[src/rtl/rcv_pkg.sv]
package rcv_pkg;
  typedef enum logic [2:0] {
    OP_ENG_RST   = 3'd0,
    OP_ENG_INIT  = 3'd1,
    OP_PORT_SET  = 3'd2,
    OP_BUSY_CLR  = 3'd3,
    OP_BUS_CLEAR = 3'd4,
    OP_ERR_CLR   = 3'd5,
    OP_STOP      = 3'd6
  } rcv_op_e;

  typedef enum logic [2:0] {
    S_IDLE, S_ISSUE, S_WAIT, S_SETTLE, S_DECIDE, S_POLL
  } rcv_state_e;

  // status word bits that suppress the final STOP
  localparam int PARITY_BIT  = 0;
  localparam int LOSTARB_BIT = 1;
  localparam int STOPERR_BIT = 2;
endpackage

[src/rtl/rcv_timer.sv]
module rcv_timer #(
  parameter int W = 8
) (
  input  logic         clk,
  input  logic         rst,
  input  logic         load,
  input  logic [W-1:0] val,
  output logic         expired
);
  logic [W-1:0] cnt;

  always_ff @(posedge clk) begin
    if (rst)             cnt <= '0;
    else if (load)       cnt <= val;
    else if (cnt != '0)  cnt <= cnt - 1'b1;
  end

  assign expired = (cnt == '0);
endmodule

[src/rtl/rcv_stop_gate.sv]
module rcv_stop_gate import rcv_pkg::*; #(
  parameter int STAT_W = 8
) (
  input  logic [STAT_W-1:0] stat,
  output logic              skip_stop
);
  assign skip_stop = stat[PARITY_BIT] | stat[LOSTARB_BIT] | stat[STOPERR_BIT];
endmodule

[src/rtl/i2c_recovery_ctrl.sv]
module i2c_recovery_ctrl import rcv_pkg::*; #(
  parameter int CLK_KHZ  = 50000,
  parameter int PORT_W   = 4,
  parameter int STAT_W   = 8,
  parameter int DATA_W   = 32,
  parameter int STOP_BIT = 30
) (
  input  logic              clk,
  input  logic              rst,
  input  logic              abort_i,
  input  logic [STAT_W-1:0] abort_stat_i,
  input  logic [PORT_W-1:0] port_i,
  input  logic              cmd_comp_i,
  input  logic              ack_i,
  input  logic              fail_i,
  output logic              req_o,
  output logic [2:0]        op_o,
  output logic [DATA_W-1:0] data_o,
  output logic              done_o,
  output logic              timeout_o,
  output logic              fail_o,
  output logic [2:0]        fail_op_o
);
  localparam int SETTLE_CYC = (CLK_KHZ * 3) / 2;
  localparam int POLL_CYC   = (CLK_KHZ / 10 > 0) ? CLK_KHZ / 10 : 1;
  localparam int TO_CYC     = CLK_KHZ * 100;
  localparam int TMR_W      = $clog2(TO_CYC + 1);
  localparam int POLL_W     = $clog2(POLL_CYC + 1);

  rcv_state_e        st, st_n;
  rcv_op_e           op_q, op_n;
  logic              retry_q, retry_n;
  logic [STAT_W-1:0] stat_q;
  logic [PORT_W-1:0] port_q;
  logic              issue, fin, fin_to, fin_fail;
  logic              mt_load, mt_exp, pt_load, pt_exp, skip_stop;
  logic [TMR_W-1:0]  mt_val;

  // one counter times both the settle wait and the STOP time limit
  rcv_timer #(.W(TMR_W)) u_main_tmr (
    .clk(clk), .rst(rst), .load(mt_load), .val(mt_val), .expired(mt_exp));

  rcv_timer #(.W(POLL_W)) u_poll_tmr (
    .clk(clk), .rst(rst), .load(pt_load), .val(POLL_W'(POLL_CYC)), .expired(pt_exp));

  rcv_stop_gate #(.STAT_W(STAT_W)) u_gate (.stat(stat_q), .skip_stop(skip_stop));

  always_comb begin
    st_n     = st;
    op_n     = op_q;
    retry_n  = retry_q;
    issue    = 1'b0;
    fin      = 1'b0;
    fin_to   = 1'b0;
    fin_fail = 1'b0;
    mt_load  = 1'b0;
    mt_val   = '0;
    pt_load  = 1'b0;
    case (st)
      S_IDLE: if (abort_i) begin
        op_n = OP_ENG_RST; retry_n = 1'b0; issue = 1'b1;
      end
      S_ISSUE: st_n = S_WAIT;
      S_WAIT: if (ack_i) begin
        if (fail_i) begin
          fin = 1'b1; fin_fail = 1'b1;
        end else begin
          case (op_q)
            OP_ENG_RST:   begin op_n = OP_ENG_INIT; issue = 1'b1; end
            OP_ENG_INIT:  if (retry_q) st_n = S_DECIDE;
                          else begin
                            op_n  = (port_q != '0) ? OP_PORT_SET : OP_BUSY_CLR;
                            issue = 1'b1;
                          end
            OP_PORT_SET:  begin op_n = OP_BUSY_CLR;  issue = 1'b1; end
            OP_BUSY_CLR:  begin op_n = OP_BUS_CLEAR; issue = 1'b1; end
            OP_BUS_CLEAR: begin op_n = OP_ERR_CLR;   issue = 1'b1; end
            OP_ERR_CLR:   begin
              st_n = S_SETTLE; mt_load = 1'b1; mt_val = TMR_W'(SETTLE_CYC);
            end
            OP_STOP:      begin
              st_n = S_POLL; mt_load = 1'b1; mt_val = TMR_W'(TO_CYC); pt_load = 1'b1;
            end
            default:      begin fin = 1'b1; fin_fail = 1'b1; end
          endcase
        end
      end
      S_SETTLE: if (mt_exp) begin
        if (cmd_comp_i) st_n = S_DECIDE;
        else begin
          retry_n = 1'b1; op_n = OP_ENG_RST; issue = 1'b1;
        end
      end
      S_DECIDE: if (skip_stop) fin = 1'b1;
                else begin op_n = OP_STOP; issue = 1'b1; end
      S_POLL: if (mt_exp) begin
        fin = 1'b1; fin_to = 1'b1;
      end else if (pt_exp) begin
        pt_load = 1'b1;
        if (cmd_comp_i) fin = 1'b1;
      end
      default: st_n = S_IDLE;
    endcase
    if (issue) st_n = S_ISSUE;
    if (fin)   st_n = S_IDLE;
  end

  always_ff @(posedge clk) begin
    if (rst) begin
      st        <= S_IDLE;
      op_q      <= OP_ENG_RST;
      retry_q   <= 1'b0;
      stat_q    <= '0;
      port_q    <= '0;
      req_o     <= 1'b0;
      op_o      <= 3'd0;
      data_o    <= '0;
      done_o    <= 1'b0;
      timeout_o <= 1'b0;
      fail_o    <= 1'b0;
      fail_op_o <= 3'd0;
    end else begin
      st        <= st_n;
      op_q      <= op_n;
      retry_q   <= retry_n;
      req_o     <= issue;
      done_o    <= fin;
      timeout_o <= fin_to;
      fail_o    <= fin_fail;
      if (fin_fail) fail_op_o <= op_q;
      if (st == S_IDLE && abort_i) begin
        stat_q <= abort_stat_i;
        port_q <= port_i;
      end
      if (issue) begin
        op_o <= op_n;
        case (op_n)
          OP_PORT_SET: data_o <= DATA_W'(port_q);
          OP_BUSY_CLR: data_o <= DATA_W'(1) << (DATA_W - 1);
          OP_STOP:     data_o <= DATA_W'(1) << STOP_BIT;
          default:     data_o <= '0;
        endcase
      end
    end
  end
endmodule

[config.mk]
export PLATFORM = sky130hd
export DESIGN_NAME = i2c_recovery_ctrl
export DESIGN_NICKNAME = d
export VERILOG_FILES = /design/src/rtl/rcv_pkg.sv /design/src/rtl/rcv_timer.sv /design/src/rtl/rcv_stop_gate.sv /design/src/rtl/i2c_recovery_ctrl.sv
export SDC_FILE = /design/constraint.sdc
export NUM_CORES = 1
export LEC_CHECK = 0
export CAP_MARGIN = 0
export CORE_ASPECT_RATIO = 0.5
export CORE_MARGIN = 2
export CORE_UTILIZATION = 50
export DETAILED_ROUTE_END_ITERATION = 6
export GPL_ROUTABILITY_DRIVEN = 1
export GPL_TIMING_DRIVEN = 0
export PLACE_DENSITY = 0.79
export SYNTH_ARGS = -nofsm -noshare
export SYNTH_HDL_FRONTEND = slang
export SYNTH_SLANG_ARGS = --single-unit
[constraint.sdc]
create_clock -name clk -period 3.07 [get_ports clk]
set_input_delay 0.614 -clock clk [delete_from_list [all_inputs] [get_ports clk]]
set_output_delay 0.614 -clock clk [all_outputs]
set_load 0.005 [all_outputs]
Yosys cells after proc, flatten, opt, wreduce, memory -nomap -nowiden:

Cells that the tools add are included.

* bits in registers: 92
* input bits: 18
* output and inout port bits: 42

* add/sub/neg operators: 2
* eq/ne operators: 29
* muxes and demuxes: 60
* bitwise logic cells: 4
* reductions and logical operators: 22

Operators by type and width (number)
* 23-bit two-way mux: 5
* 32-bit case mux with 3 select lines: 1
* 23-bit case mux with 2 select lines: 1
* 3-bit two-way mux: 12
* 1-bit two-way mux: 30
* 13-bit two-way mux: 2
* 3-bit case mux with 4 select lines: 2
* 23-bit logical NOT: 1
* 23-bit nonzero test: 1
* 23-bit by 1-bit subtractor with 23-bit output, second input constant: 1
* 3-bit by 2-bit equality test with 1-bit output, second input constant: 6
* 3-bit equality test, second input constant: 6
* 3-bit != test, second input constant: 5
* 3-bit case mux with 5 select lines: 1
* 7-bit AND reduction: 2
* 13-bit logical NOT: 1
* 13-bit nonzero test: 1
* 13-bit by 1-bit subtractor with 13-bit output, second input constant: 1
* 2-bit != test, second input constant: 6
* 3-bit case mux with 3 select lines: 1
* 2-bit OR reduction: 4
* 7-bit OR reduction: 1
* 3-bit by 1-bit equality test with 1-bit output, second input constant: 2
* 3-bit logical NOT: 2
* other kinds (15): 22

Depth between registers and ports, before layout:

* word-level depth: 9
* mapped depth: 9
* depth with buffers taken out: 8

By module:

A second synthesis with hierarchy kept.

* cells, all modules: 476
* area, all modules: 4018.9 sq um

Modules (own cells, without submodules)
* i2c_recovery_ctrl: times used 1, cells each 229, area each 1958.1 sq um, sequential area each 700.7 sq um
* rcv_timer (u_main_tmr): times used 1, cells each 156, area each 1291.2 sq um, sequential area each 460.4 sq um
* rcv_timer (u_poll_tmr): times used 1, cells each 90, area each 763.2 sq um, sequential area each 260.2 sq um
* rcv_stop_gate: times used 1, cells each 1, area each 6.3 sq um, sequential area each 0.0 sq um

Worst setup path before layout:

Ideal clock, no wire load.

* kind: input port to flip-flop
* start point: input port abort_i
* end point: register st[0]
* data arrival time: 2.146 ns
* slack: 0.799 ns
* cell stages on the path: 6
* cells stage by stage: nor4b_1 > clkbuf_1 > a221o_1 > or2_2 > buf_4 > o41a_1

* longest elaborated chain between the ends: 4
* elaborated cells between the ends (all ways): 11
* classes of those cells: 7 x eq/ne; 3 x mux; 1 x reduce/logical

Ends and longest elaborated chain
* start, declared: line i2c_recovery_ctrl.sv:10 `input logic abort_i,`
* 1-bit two-way mux (*): line i2c_recovery_ctrl.sv:60 `S_IDLE: if (abort_i) begin`
* 1-bit case mux with 4 select lines (*): line i2c_recovery_ctrl.sv:59 `case (st)`
* 5-bit by 3-bit != test with 1-bit output (no source line) (tied with other cells)
* 7-bit AND reduction (no source line)
* end signal, assigned: line i2c_recovery_ctrl.sv:123 `st <= st_n;`
* end, declared: line i2c_recovery_ctrl.sv:30 `rcv_state_e st, st_n;`

Every way passes the cells marked *; elsewhere a longest branch is shown, timed or not.
A chain may end at the register's enable or synchronous reset.

Final worst setup path:

* start point: register u_main_tmr.cnt[4]
* end point: register u_main_tmr.cnt[18]

* longest elaborated chain between the ends: 3
* elaborated cells between the ends (all ways): 5
* classes of those cells: 1 x add/sub; 2 x mux; 2 x reduce/logical

Ends and longest elaborated chain
* start, declared: line rcv_timer.sv:10 `logic [W-1:0] cnt;`
* start signal, assigned: line rcv_timer.sv:14 `else if (load) cnt <= val;`
* start signal, assigned: line rcv_timer.sv:15 `else if (cnt != '0) cnt <= cnt - 1'b1;`
* 23-bit by 1-bit subtractor with 23-bit output: line rcv_timer.sv:15
* 23-bit two-way mux: line rcv_timer.sv:15
* 23-bit two-way mux: line rcv_timer.sv:14

Parallel ways exist; a longest one is shown, timed or not. The select of a mux whose other input is x is not followed.

==> run summary <==
status: complete, no violations
Final ANT Viol Nets: 0
Total Wirelength: 7750 um
Synth Register Bits: 66
count leader, synth: dfxtp_1
top cells by area, synth: dfxtp_1, buf_4, nor2_1, nand2_1, a21oi_1
Netlist Area Pre-Place: 3420 sq um
worst skew pair latency: 330 ps
Post-Synthesis Cells: 409
Tot Pwr: 3.71 mW
Post-DP HPWL: 5580 um
clk slew on worst S/H paths: 50 ps
Die ar.: 7570 sq um
Post-synth EDFFs: 0
CTS H-tree lvls: 3
crit path kind: reg2reg
period utilisation layout: 89.1%
FP Rows: 21
Post-CTS Resized: 0
Routed wire per std cell: 13.6 um
CTS Buf Count: 9
Worst Path Required: 3270 ps
routed vias: 3015
Critical Path, Cell by Cell: nor4_4, nand4_2, nor2_1, clkbuf_1, nand2_1, nand2_1, o22ai_1
clock root buffer master: clkbuf_16
Ports: 60
Cells on Worst Hold Path: 2
Crit-path slowest cell: nor4_4
Worst path max stage delay: 520 ps
final-report hold violation count: 0
vias in the first global route: 2831
CP most frequent cell: nand2_1
Max-Cap Viols: 0
TritonRoute pass-1 iters: 5
cell area power density: 878 nW/um^2
unrepaired setup endpoints after global routing: false
initial antenna violation count: 0
FFs w/ async S/R, synth: 0%
CP Max Fanout: 10
leading area contributor after synthesis: dfxtp_1
Starting Density: 51.5%
die height: 62.5 um
first-pass GRT wire length: 13300 um
Final Max Tran Viols: 0
Worst R2R Path Depth: 7
Peak Freq: 366 MHz
final core utilization: 63.7%
post-CTS setup buffers: 0
layout cells sized above 1: 13.4%
Rel. slew slack: 41.3%
Yosys top cell area share: 38.6%
CP startpoint kind: flop
largest net degree at the start of global routing: 13
min cycle time layout: 2740 ps
CP arrival: 2930 ps
hold crit path type: reg2reg
Mean Syn Cell Area: 8.37 sq um
skew final: 6.47 ps
DRC viols: 0
count of yosys warnings during synthesis: 0
CTS tree: done
Clock Sink Count: 66
port bufs: 27
hold_buf cts: 0
Die W: 121 um
dominant synthesized flop cell: dfxtp_1
area delta synth->final: 23.6%
GP Congestion: 0.891
vias per inst: 5.30
Clock Tree Buf Depth: 2
worst-margin pin slew: 874 ps
LEAKAGE: 1.78 nW
Synth cell types: 55
Peak supply drop: 0.328 mV
post-synthesis sequential area ratio: 38.6%
Core Area: 6650 sq um
diodes inserted: 0
TNS Setup: 0 ps
NumNets Final: 493
# fillers: 565
GRT Total Usage: 21.9%
Crit. End Element: flop
top cells by count, synth: dfxtp_1, nor2_1, nand2_1
initial drt markers: 241
grt total ovfl: 0
final setup violation count: 0
[through the flow]
step	setup slack (ps)	cells	instance area [sq um]	hold slack, ps
floorplan	799	434	3520	437
global placement	164	553	3900	446
detailed placement	149	553	3900	461
CTS	444	569	4230	467
global route	114	569	4230	495
finish	334	569	4230	465
[cell type report]
class                      count  area, sq um  share of cell area (%)
buffer                        42          287                    6.77
timing repair buffer          27          270                    6.39
inverter                       8         30.0                   0.710
sequential                    66         1320                    31.2
clock inverter                 6         88.8                    2.10
clock buffer                  10          239                    5.65
tap                           92          115                    2.72
multi-input combinational    318         1880                    44.4
[power by group]
part / total, mW / switching (mW) / internal (mW)
Sequential: 1.24 / 0.196 / 1.05
Combinational: 1.36 / 0.760 / 0.604
Clock: 1.11 / 0.375 / 0.733
[final timing paths]
path	from	end	slack [ps]
min reg2reg	u_poll_tmr.cnt[12]	u_poll_tmr.cnt[12]	460
max	u_main_tmr.cnt[4]	u_main_tmr.cnt[18]	330
min	u_poll_tmr.cnt[12]	u_poll_tmr.cnt[12]	460
max reg2reg	u_main_tmr.cnt[4]	u_main_tmr.cnt[18]	330
[worst max-delay path, delay by kind of cell (launching register included)]
family,cells,cell delay (ps)
AOI/OAI and AO/OA,1,160
buffers and inverters,1,450
DFF,1,390
and+or+nand+nor,5,1610
[logic make-up after synthesis]
group	Yosys count	synth area share, %
AND/OR/NAND/NOR	184	28.1
other	1	0.110
XOR/XNOR	26	6.65
adder cells (fa/ha/maj)	3	1.10
flip-flops	66	38.6
AO/OA/AOI/OAI	69	13.3
buffers and inverters	50	9.24
multiplexers	10	2.92
[metal layers]
layer | routed length (um) | part of all wire (%) | vias up | track usage (%)
li1 | - | - | 1518 | -
met1 | 3600 | 46 | 1374 | 28.8
met5 | 0 | 0 | - | 0
met2 | 3540 | 46 | 121 | 35.2
met4 | 28 | 0.36 | 0 | 7.12
met3 | 577 | 7.4 | 2 | 5.66
[cell usage in the layout, fill, tap and decap left out, drive strengths merged, types with 5 or more instances in the layout]
master,synthesis,routed
inv,8,9
a211oi,11,11
nor3b,7,7
or2,5,5
nor2,53,53
nor4,12,12
nand3,9,9
a21oi,29,29
mux2i,10,10
xnor2,14,14
nand2,40,40
buf,32,32
xor2,12,12
dfxtp,66,66
clkbuf,10,20
nor2b,9,9
conb,1,26
nand4,7,7
nor3,19,19
o21ai,7,7
clkdlybuf4s50,0,27
[sequential cells by signal, indices dropped and copies added (netlist names)]
register,flops
done_o,1
stat_q,3
op_o,3
op_q,3
st,3
fail_op_o,3
retry_q,1
timeout_o,1
u_main_tmr.cnt,23
fail_o,1
port_q,4
data_o,6
req_o,1
u_poll_tmr.cnt,13
Note: power is estimated with default switching activity, not from simulation.
